File: src/rtl/exc_arb_pkg.sv
package exc_arb_pkg;

  typedef enum logic [1:0] {
    EXK_DABT = 2'd0,
    EXK_FIQ  = 2'd1,
    EXK_PABT = 2'd2,
    EXK_IRQ  = 2'd3
  } exc_kind_t;

  localparam int unsigned EXC_KINDS = 4;
  localparam int unsigned VEC_W     = 3;

  function automatic logic [VEC_W-1:0] vec_code(exc_kind_t k);
    case (k)
      EXK_DABT: return 3'b100;
      EXK_FIQ:  return 3'b111;
      EXK_PABT: return 3'b011;
      default:  return 3'b110;
    endcase
  endfunction

  function automatic int unsigned link_adj(exc_kind_t k);
    return (k == EXK_DABT) ? 8 : 4;
  endfunction

endpackage

File: src/rtl/exc_sync.sv
module exc_sync #(
  parameter int unsigned LANES  = 2,
  parameter int unsigned STAGES = 2,
  parameter logic [LANES-1:0] IDLE = '1
) (
  input  logic             clk,
  input  logic             rst_n,
  input  logic [LANES-1:0] d_in,
  output logic [LANES-1:0] d_out
);

  for (genvar g = 0; g < LANES; g++) begin : g_lane
    logic [STAGES-1:0] chain_q;
    logic [STAGES-1:0] chain_d;

    always_comb chain_d = {chain_q[STAGES-2:0], d_in[g]};

    always_ff @(posedge clk or negedge rst_n) begin
      if (!rst_n) chain_q <= {STAGES{IDLE[g]}};
      else        chain_q <= chain_d;
    end

    assign d_out[g] = chain_q[STAGES-1];
  end

endmodule

File: src/rtl/exc_select.sv
module exc_select
  import exc_arb_pkg::*;
(
  input  logic      busy,
  input  logic      boundary,
  input  logic      dabt_pend,
  input  logic      fiq_live,
  input  logic      pabt_pend,
  input  logic      irq_live,
  output logic      sel_vld,
  output exc_kind_t sel_kind
);

  always_comb begin
    sel_vld  = 1'b0;
    sel_kind = EXK_IRQ;
    if (!busy) begin
      if (dabt_pend) begin
        sel_vld  = 1'b1;
        sel_kind = EXK_DABT;
      end else if (boundary) begin
        if (fiq_live) begin
          sel_vld  = 1'b1;
          sel_kind = EXK_FIQ;
        end else if (pabt_pend) begin
          sel_vld  = 1'b1;
          sel_kind = EXK_PABT;
        end else if (irq_live) begin
          sel_vld  = 1'b1;
          sel_kind = EXK_IRQ;
        end
      end
    end
  end

endmodule

File: src/rtl/exc_mask_reg.sv
module exc_mask_reg (
  input  logic clk,
  input  logic rst_n,
  input  logic wr_en,
  input  logic priv,
  input  logic wr_i,
  input  logic wr_f,
  input  logic entry,
  input  logic entry_fiq,
  output logic i_mask,
  output logic f_mask
);

  logic i_q, f_q, i_d, f_d;

  always_comb begin
    i_d = i_q;
    f_d = f_q;
    if (entry) begin
      i_d = 1'b1;
      if (entry_fiq) f_d = 1'b1;
    end else if (wr_en && priv) begin
      i_d = wr_i;
      f_d = wr_f;
    end
  end

  always_ff @(posedge clk or negedge rst_n) begin
    if (!rst_n) begin
      i_q <= 1'b1;
      f_q <= 1'b1;
    end else begin
      i_q <= i_d;
      f_q <= f_d;
    end
  end

  assign i_mask = i_q;
  assign f_mask = f_q;


  unpriv_write_chk: assert property (@(posedge clk) disable iff (!rst_n)
    (wr_en && !priv && !entry) |=> $stable({i_q, f_q}));


  entry_imask_chk: assert property (@(posedge clk) disable iff (!rst_n)
    entry |=> i_q);

endmodule

File: src/rtl/exc_entry_arb.sv
module exc_entry_arb
  import exc_arb_pkg::*;
#(
  parameter int unsigned AW          = 32,
  parameter int unsigned SYNC_STAGES = 2
) (
  input  logic                 clk,
  input  logic                 rst_n,
  input  logic                 fiq_req_n,
  input  logic                 irq_req_n,
  input  logic                 insn_boundary,
  input  logic [AW-1:0]        exec_pc,
  input  logic                 mem_cyc_end,
  input  logic                 mem_is_fetch,
  input  logic                 mem_abort,
  input  logic                 mask_wr,
  input  logic                 mask_priv,
  input  logic [1:0]           mask_wdata,
  input  logic                 exc_ack,
  output logic [EXC_KINDS-1:0] exc_take,
  output logic [VEC_W-1:0]     exc_vec,
  output logic [AW-1:0]        exc_link,
  output logic                 i_mask,
  output logic                 f_mask
);

  // reset: asserted asynchronously, released on the clock
  logic [1:0] rst_q;
  logic       rst_int_n;

  always_ff @(posedge clk or negedge rst_n) begin
    if (!rst_n) rst_q <= 2'b00;
    else        rst_q <= {rst_q[0], 1'b1};
  end
  assign rst_int_n = rst_q[1];

  // request synchronizers
  logic fiq_n_s, irq_n_s;

  exc_sync #(.LANES(2), .STAGES(SYNC_STAGES), .IDLE(2'b11)) i_sync (
    .clk   (clk),
    .rst_n (rst_int_n),
    .d_in  ({fiq_req_n, irq_req_n}),
    .d_out ({fiq_n_s, irq_n_s})
  );

  logic fiq_live, irq_live;
  assign fiq_live = !fiq_n_s && !f_mask;
  assign irq_live = !irq_n_s && !i_mask;

  // abort capture and hold-off state
  logic pabt_q, pabt_d, dabt_q, dabt_d, busy_q, busy_d;
  logic abt_fetch, abt_data;
  logic      sel_vld;
  exc_kind_t sel_kind;

  assign abt_fetch = mem_cyc_end && mem_abort &&  mem_is_fetch;
  assign abt_data  = mem_cyc_end && mem_abort && !mem_is_fetch;

  always_comb begin
    pabt_d = (pabt_q && !(sel_vld && sel_kind == EXK_PABT)) || abt_fetch;
    dabt_d = (dabt_q && !(sel_vld && sel_kind == EXK_DABT)) || abt_data;
    busy_d = busy_q;
    if (sel_vld)      busy_d = 1'b1;
    else if (exc_ack) busy_d = 1'b0;
  end

  always_ff @(posedge clk or negedge rst_int_n) begin
    if (!rst_int_n) begin
      pabt_q <= 1'b0;
      dabt_q <= 1'b0;
      busy_q <= 1'b0;
    end else begin
      pabt_q <= pabt_d;
      dabt_q <= dabt_d;
      busy_q <= busy_d;
    end
  end

  exc_select i_select (
    .busy      (busy_q),
    .boundary  (insn_boundary),
    .dabt_pend (dabt_q),
    .fiq_live  (fiq_live),
    .pabt_pend (pabt_q),
    .irq_live  (irq_live),
    .sel_vld   (sel_vld),
    .sel_kind  (sel_kind)
  );

  exc_mask_reg i_mask_reg (
    .clk       (clk),
    .rst_n     (rst_int_n),
    .wr_en     (mask_wr),
    .priv      (mask_priv),
    .wr_i      (mask_wdata[1]),
    .wr_f      (mask_wdata[0]),
    .entry     (sel_vld),
    .entry_fiq (sel_kind == EXK_FIQ),
    .i_mask    (i_mask),
    .f_mask    (f_mask)
  );

  // entry outputs
  logic [EXC_KINDS-1:0] take_q, take_d;
  logic [VEC_W-1:0]     vec_q, vec_d;
  logic [AW-1:0]        link_q, link_d;
  logic                 info_en;

  always_comb begin
    take_d  = sel_vld ? (EXC_KINDS'(1) << sel_kind) : '0;
    info_en = sel_vld;
    vec_d   = vec_code(sel_kind);
    link_d  = exec_pc + AW'(link_adj(sel_kind));
  end

  always_ff @(posedge clk or negedge rst_int_n) begin
    if (!rst_int_n) begin
      take_q <= '0;
      vec_q  <= '0;
      link_q <= '0;
    end else begin
      take_q <= take_d;
      if (info_en) begin
        vec_q  <= vec_d;
        link_q <= link_d;
      end
    end
  end

  assign exc_take = take_q;
  assign exc_vec  = vec_q;
  assign exc_link = link_q;


  take_pulse_chk: assert property (@(posedge clk) disable iff (!rst_int_n)
    (|exc_take) |=> (exc_take == '0));


  take_onehot_chk: assert property (@(posedge clk) disable iff (!rst_int_n)
    $onehot0(exc_take));


  busy_hold_chk: assert property (@(posedge clk) disable iff (!rst_int_n)
    busy_q |=> (exc_take == '0));


  dabt_link_chk: assert property (@(posedge clk) disable iff (!rst_int_n)
    exc_take[0] |-> (exc_link == $past(exec_pc) + AW'(8)));


  fiq_mask_chk: assert property (@(posedge clk) disable iff (!rst_int_n)
    exc_take[1] |-> (f_mask && i_mask));


  dabt_entry_chk: assert property (@(posedge clk) disable iff (!rst_int_n)
    (abt_data && !busy_q && !sel_vld) |=> ##1 exc_take[0]);

endmodule

File: config.mk
export PLATFORM = sky130hd
export DESIGN_NAME = exc_entry_arb
export DESIGN_NICKNAME = d
export VERILOG_FILES = /design/src/rtl/exc_arb_pkg.sv /design/src/rtl/exc_sync.sv /design/src/rtl/exc_select.sv /design/src/rtl/exc_mask_reg.sv /design/src/rtl/exc_entry_arb.sv
export SDC_FILE = /design/constraint.sdc
export NUM_CORES = 1
export LEC_CHECK = 0
export BUFFER_PORTS_ARGS = -buffer_cell sky130_fd_sc_hd__clkbuf_2
export CORE_MARGIN = 5
export CORE_UTILIZATION = 25
export DETAILED_ROUTE_END_ITERATION = 8
export RECOVER_POWER = 50
export SYNTH_ARGS = -nofsm -noshare
export SYNTH_HDL_FRONTEND = slang
export SYNTH_SLANG_ARGS = --single-unit
File: constraint.sdc
create_clock -name clk -period 1.7 [get_ports clk]
set_input_delay 0.425 -clock clk [delete_from_list [all_inputs] [get_ports clk]]
set_output_delay 0.425 -clock clk [all_outputs]
set_load 0.02 [all_outputs]
-- After elaboration in Yosys (flattened, before gate mapping)
Index checks and enable logic that the tools add are counted.
Widths: inputs -> output; s select.
- bits in registers: 50
- bits of input ports: 45
- output and inout bits: 41
- logic and storage cells: 60
- add/sub/neg operators: 1
- eq/ne operators: 3
- shifts and indexed selects: 1
- muxes and demuxes: 21
- reductions and logical operators: 23
- operators with widths (kind ; count):
    $add 32x4->32 ; 1
    $mux 1 ; 14
    $logic_and 1x1->1 ; 10
    $pmux 3 s3 ; 1
    $mux 2 ; 4
    $mux 4 ; 2
    $logic_not 1->1 ; 7
    $reduce_bool 2->1 ; 2
    $shl 1x2->4 const A ; 1
    $eq 2x1->1 const B ; 1
    $eq 2x2->1 const B ; 1
    $logic_not 2->1 ; 1
    $logic_or 1x1->1 ; 2
    $ne 2x1->1 const B ; 1
    $reduce_and 2->1 ; 1

-- Logic depth before layout (Yosys ltp)
- depth in word-level cells: 12
- mapped depth: 13
- mapped depth without buffers: 12

-- Hierarchy
From an unflattened synthesis, not the netlist that was laid out.
- cells, all modules: 275
- area total of the unflattened synthesis: 2661.3 sq um
- modules (own cells, without submodules) (module ; instances ; cells each ; area an instance (sq um) ; sequential area each (sq um)):
    exc_entry_arb ; 1 ; 254 ; 2402.3 ; 1101.1
    exc_sync ; 1 ; 6 ; 120.1 ; 105.1
    exc_mask_reg ; 1 ; 8 ; 96.3 ; 52.6
    exc_select ; 1 ; 7 ; 42.5 ; 0.0

-- Worst setup path before layout
OpenSTA, ideal clock, no wires.
- path kind: register to register
- start point: register i_mask_reg.f_q (netlist: i_mask_reg.f_mask)
- end point: register link_q[28] (netlist: exc_link[28])
- library setup time: 0.082 ns
- arrival time: 2.945 ns
- required time: 1.618 ns
- slack: -1.327 ns
- cell stages (with the launch flop): 14
- buffers on the path: 1
- clock period less this slack: 3.027 ns
- cells stage by stage: dfstp_2 > or2_2 > a31oi_1 > or2_2 > inv_1 > ha_1 > inv_1 > ha_1 > fa_1 > nand4_2 > or2_4 > buf_6 > or4_1 > a31oi_1
- word-level cells in the longest chain between the ends: 9
- elaborated cells between the ends (all ways): 13
- classes of those cells: add/sub: 1; mux: 9; reduce/logical: 3
- ends and longest elaborated chain (element ; RTL line ; source):
    from (decl) ; exc_mask_reg.sv:14 ; logic i_q, f_q, i_d, f_d;
    from (signal assigned) ; exc_mask_reg.sv:31 ; f_q <= 1'b1;
    from (signal assigned) ; exc_mask_reg.sv:34 ; f_q <= f_d;
    $logic_not 1->1 * ; exc_entry_arb.sv:48 ; assign fiq_live = !fiq_n_s && !f_mask;
    $logic_and 1x1->1 * ; exc_entry_arb.sv:48 ;
    $mux 2 ; exc_select.sv:22 ; if (fiq_live) begin
    $mux 2 ; exc_select.sv:21 ; end else if (boundary) begin
    $mux 2 ; exc_select.sv:18 ; if (dabt_pend) begin
    $mux 2 ; exc_select.sv:17 ; if (!busy) begin
    $logic_not 2->1 ; exc_arb_pkg.sv:23 ; return (k == EXK_DABT) ? 8 : 4;
    $mux 4 ; exc_arb_pkg.sv:23 ;
    $add 32x4->32 ; exc_entry_arb.sv:114 ; link_d = exec_pc + AW'(link_adj(sel_kind));
    to (signal assigned) ; exc_entry_arb.sv:126 ; link_q <= link_d;
    to (decl) ; exc_entry_arb.sv:107 ; logic [AW-1:0] link_q, link_d;
Every way passes the cells marked *; elsewhere a longest branch is shown, timed or not.
A chain may end at the register's enable or synchronous reset.

-- Worst setup path in the final report
- start point: register i_sync.g_lane[1].chain_q[1]
- end point: register link_q[21] (netlist: exc_link[21])
- word-level cells in the longest chain between the ends: 9
- elaborated cells between the ends (all ways): 13
- classes of those cells: add/sub: 1; mux: 9; reduce/logical: 3
- ends and longest elaborated chain (element ; RTL line ; source):
    from (decl) ; exc_sync.sv:13 ; logic [STAGES-1:0] chain_q;
    from (signal assigned) ; exc_sync.sv:19 ; if (!rst_n) chain_q <= {STAGES{IDLE[g]}};
    from (signal assigned) ; exc_sync.sv:20 ; else chain_q <= chain_d;
    $logic_not 1->1 * ; exc_entry_arb.sv:48 ;
    $logic_and 1x1->1 * ; exc_entry_arb.sv:48 ;
    $mux 2 ; exc_select.sv:22 ;
    $mux 2 ; exc_select.sv:21 ;
    $mux 2 ; exc_select.sv:18 ;
    $mux 2 ; exc_select.sv:17 ;
    $logic_not 2->1 ; exc_arb_pkg.sv:23 ;
    $mux 4 ; exc_arb_pkg.sv:23 ;
    $add 32x4->32 ; exc_entry_arb.sv:114 ;
Marked as above.

==> flow_metrics.env <==
export IMPL_irDropWorstVdd_mv=0.5714
export IMPL_synthTopCellsByCount="dfrtp_1 (44), nand2_1 (42), o21ai_0 (19)"
export IMPL_tightest_slew_ns=0.7368
export IMPL_grt_pass1_wl_um=13030
export IMPL_clockRootBuffer="clkbuf_8"
export IMPL_first_pass_iters=6
export IMPL_cts_made_buffers=5
export IMPL_ys_flop_type="dfrtp_1"
export IMPL_finalWorstSetupSlack_ns=-1.029
export IMPL_drt_iter0_drc=144
export IMPL_drc=0
export IMPL_via_per_inst=4.718
export IMPL_hold_ws_ns=0.1847
export IMPL_die_x_um=111.2
export IMPL_antenna_found_initial=0
export IMPL_grt_max_degree=33
export IMPL_routed_wl_um=8402
export IMPL_placed_cell_area_um2=3550
export IMPL_die_h_um=111.2
export IMPL_largest_register_ffs=32
export IMPL_dr_total_vias=2642
export IMPL_crit_type="flip-flop to flip-flop"
export IMPL_synth_async_reset_ratio_pct=100.0
export IMPL_die_area_um2=12360
export IMPL_outcome="complete, but fails checks"
export IMPL_grt_setup_unrepaired="yes"
export IMPL_initial_core_util_pct=25.25
export IMPL_drv_slew=0
export IMPL_cts_path_max_buffers=2
export IMPL_fmax_ghz=0.3665
export IMPL_finalHoldViolations=0
export IMPL_place_congestion=0.8242
export IMPL_final_area_um2=4165
export IMPL_synth_top_cell_area_share_pct=43.01
export IMPL_required_ns=1.95
export IMPL_portBuffers=85
export IMPL_h_tree_depth=2
export IMPL_hpwl_um=5816
export IMPL_layout_min_cycle_time_ns=2.729
export IMPL_fillers=978
export IMPL_arrival_ns=2.98
export IMPL_synth_largest_area_cell="dfrtp_1"
export IMPL_io_pins=86
export IMPL_synth_area_leaders="dfrtp_1 (43%), dfstp_2 (6.2%), nand2_1 (6.2%)"
export IMPL_grt_pass1_vias=2620
export IMPL_netlist_area_um2=2560
export IMPL_dp_slack_ns=-1.081
export IMPL_yosysUniqueCellTypes=40
export IMPL_syn_instance_count=270
export IMPL_cts_clk_slew_worst_paths_ns=0.09
export IMPL_diodes=0
export IMPL_setup_viol=38
export IMPL_cts_tree="done"
export IMPL_clk_latency_ns=0.31
export IMPL_grt_total_usage_pct=12.88
export IMPL_worstSetupStartpointType="flip-flop"
export IMPL_cts_sinks=50
export IMPL_powerDensity_nw_per_um2=1451
export IMPL_ant_nets=0
export IMPL_area_growth_syn_to_layout_pct=62.71
export IMPL_endpoint_kind="flip-flop"
export IMPL_skew_ns=0.004424
export IMPL_failed_checks="setup timing"
export IMPL_p_leak_nw=1.909
export IMPL_period_share_pct=160.5
export IMPL_drive_gt1_share_pct=51.65
export IMPL_yosys_warnings=0
export IMPL_synth_nets=324
export IMPL_hold_path_class="input pin to flip-flop"
export IMPL_synth_most_common_cell="dfrtp_1"
export IMPL_synth_edf_count=0
export IMPL_core_area_um2=10140
export IMPL_maxSlewHeadroom_pct=50.88
export IMPL_synth_area_per_cell_um2=9.481
export IMPL_rows=37
export IMPL_synth_seq_cells=50
export IMPL_layout_nets=477
export IMPL_gr_total_overflow=0
export IMPL_yosysSeqAreaShare_pct=49.17
export IMPL_maxCapViolations=0
export IMPL_worst_path_max_fanout=5
export IMPL_wl_per_cell_um=15.00
cell usage in the layout (no fill, tap or decap), types with 4 or more instances in the layout:
cell / Yosys / routed
a31oi_1: 12 / 12
buf_4: 0 / 50
buf_6: 1 / 14
clkbuf_2: 0 / 85
clkbuf_8: 0 / 5
dfrtp_1: 44 / 44
dfstp_2: 6 / 6
ha_1: 8 / 4
inv_1: 10 / 8
nand2_1: 42 / 42
nand3_1: 13 / 9
nand3_2: 2 / 6
nand4_1: 6 / 6
nor2_1: 17 / 14
o21ai_1: 0 / 15
o31ai_1: 10 / 6
or2_4: 1 / 4
or4_1: 14 / 8
or4_4: 0 / 6
xnor2_1: 12 / 9
worst paths after layout:
check	to	startpoint	cells after the start	slack [ns]
min reg2reg	exc_link[23]$_DFFE_PN0P_	rst_q[1]$_DFF_PN0_	0	0.31
min	i_sync.g_lane[0].chain_q[0]$_DFF_PN1_	irq_req_n	1	0.18
max	exc_link[21]$_DFFE_PN0P_	i_sync.g_lane[1].chain_q[1]$_DFF_PN1_	12	-1.03
min in group asynchronous	exc_link[23]$_DFFE_PN0P_	rst_q[1]$_DFF_PN0_	0	0.31
max in group asynchronous	exc_link[10]$_DFFE_PN0P_	rst_q[1]$_DFF_PN0_	1	0.45
max reg2reg	exc_link[21]$_DFFE_PN0P_	i_sync.g_lane[1].chain_q[1]$_DFF_PN1_	12	-1.03
power breakdown:
group	internal (mW)	switching [mW]
logic	1.46	1.88
clock network	0.290	0.433
registers	1.70	0.285
logic make-up (layout without fill, tap and decap cells):
group / count (synthesis) / in the layout / share of synthesized area [%]
buffers and inverters: 23 / 175 / 3.764
other: 1 / 1 / 0.1465
flip-flops: 50 / 50 / 49.17
AO/OA/AOI/OAI: 53 / 53 / 12.90
multiplexers: 1 / 1 / 0.3910
AND/OR/NAND/NOR: 120 / 122 / 24.49
XOR/XNOR: 13 / 13 / 4.448
adder cells (fa/ha/maj): 9 / 9 / 4.692
worst max-delay path, stage by stage (launching register included):
cell	delay (ns)
dfstp_2	0.38
or2_4	0.23
a31oi_1	0.17
or2_4	0.16
inv_4	0.04
ha_4	0.17
inv_4	0.06
ha_4	0.12
buf_4	0.11
a21oi_4	0.07
or4_4	0.53
or4_4	0.56
nand3_2	0.08
layer usage:
| metal | routed length, µm | part of all wire (%) | global-route usage [%] |
|---|---|---|---|
| met1 | 3403 | 41 | 15.26 |
| met2 | 4354 | 52 | 22.64 |
| met3 | 503 | 6.0 | 3.985 |
| met4 | 141 | 1.7 | 3.244 |
| met5 | 0 | 0 | 0 |
what timing repair did:
| action | CTS | global route |
|---|---|---|
| resized for setup | 32 | 47 |
| hold endpoints to repair | 2 | 0 |
| setup buffers | 7 | 13 |
| hold buffers | 1 | 0 |
| cloned | 2 | 3 |
| endpoints found under the setup margin | 33 | 39 |
| pin swaps | 28 | 17 |
stage by stage:
step / util, % / TNS (ns) / power (mW) / instances
after CTS: 38.01 / -22.88 / 5.605 / 546
after floorplan: - / -23.50 / 3.543 / 270
after detailed placement: 35.01 / -26.56 / 4.707 / 528
final: 41.08 / -23.59 / 6.043 / 560
after global placement: 35.01 / -23.82 / 4.670 / 528
after global routing: 41.08 / -26.78 / 6.508 / 560
final cells by class:
class / instances / area [µm²] / share of cell area, %
clock buffer: 5 / 68.82 / 1.652
clock inverter: 3 / 21.27 / 0.5107
inverter: 10 / 42.54 / 1.021
multi-input combinational: 199 / 1516 / 36.41
sequential: 50 / 1259 / 30.22
tap: 136 / 170.2 / 4.085
timing repair buffer: 157 / 1087 / 26.10
No activity file was read; power rests on OpenSTA's default activity.
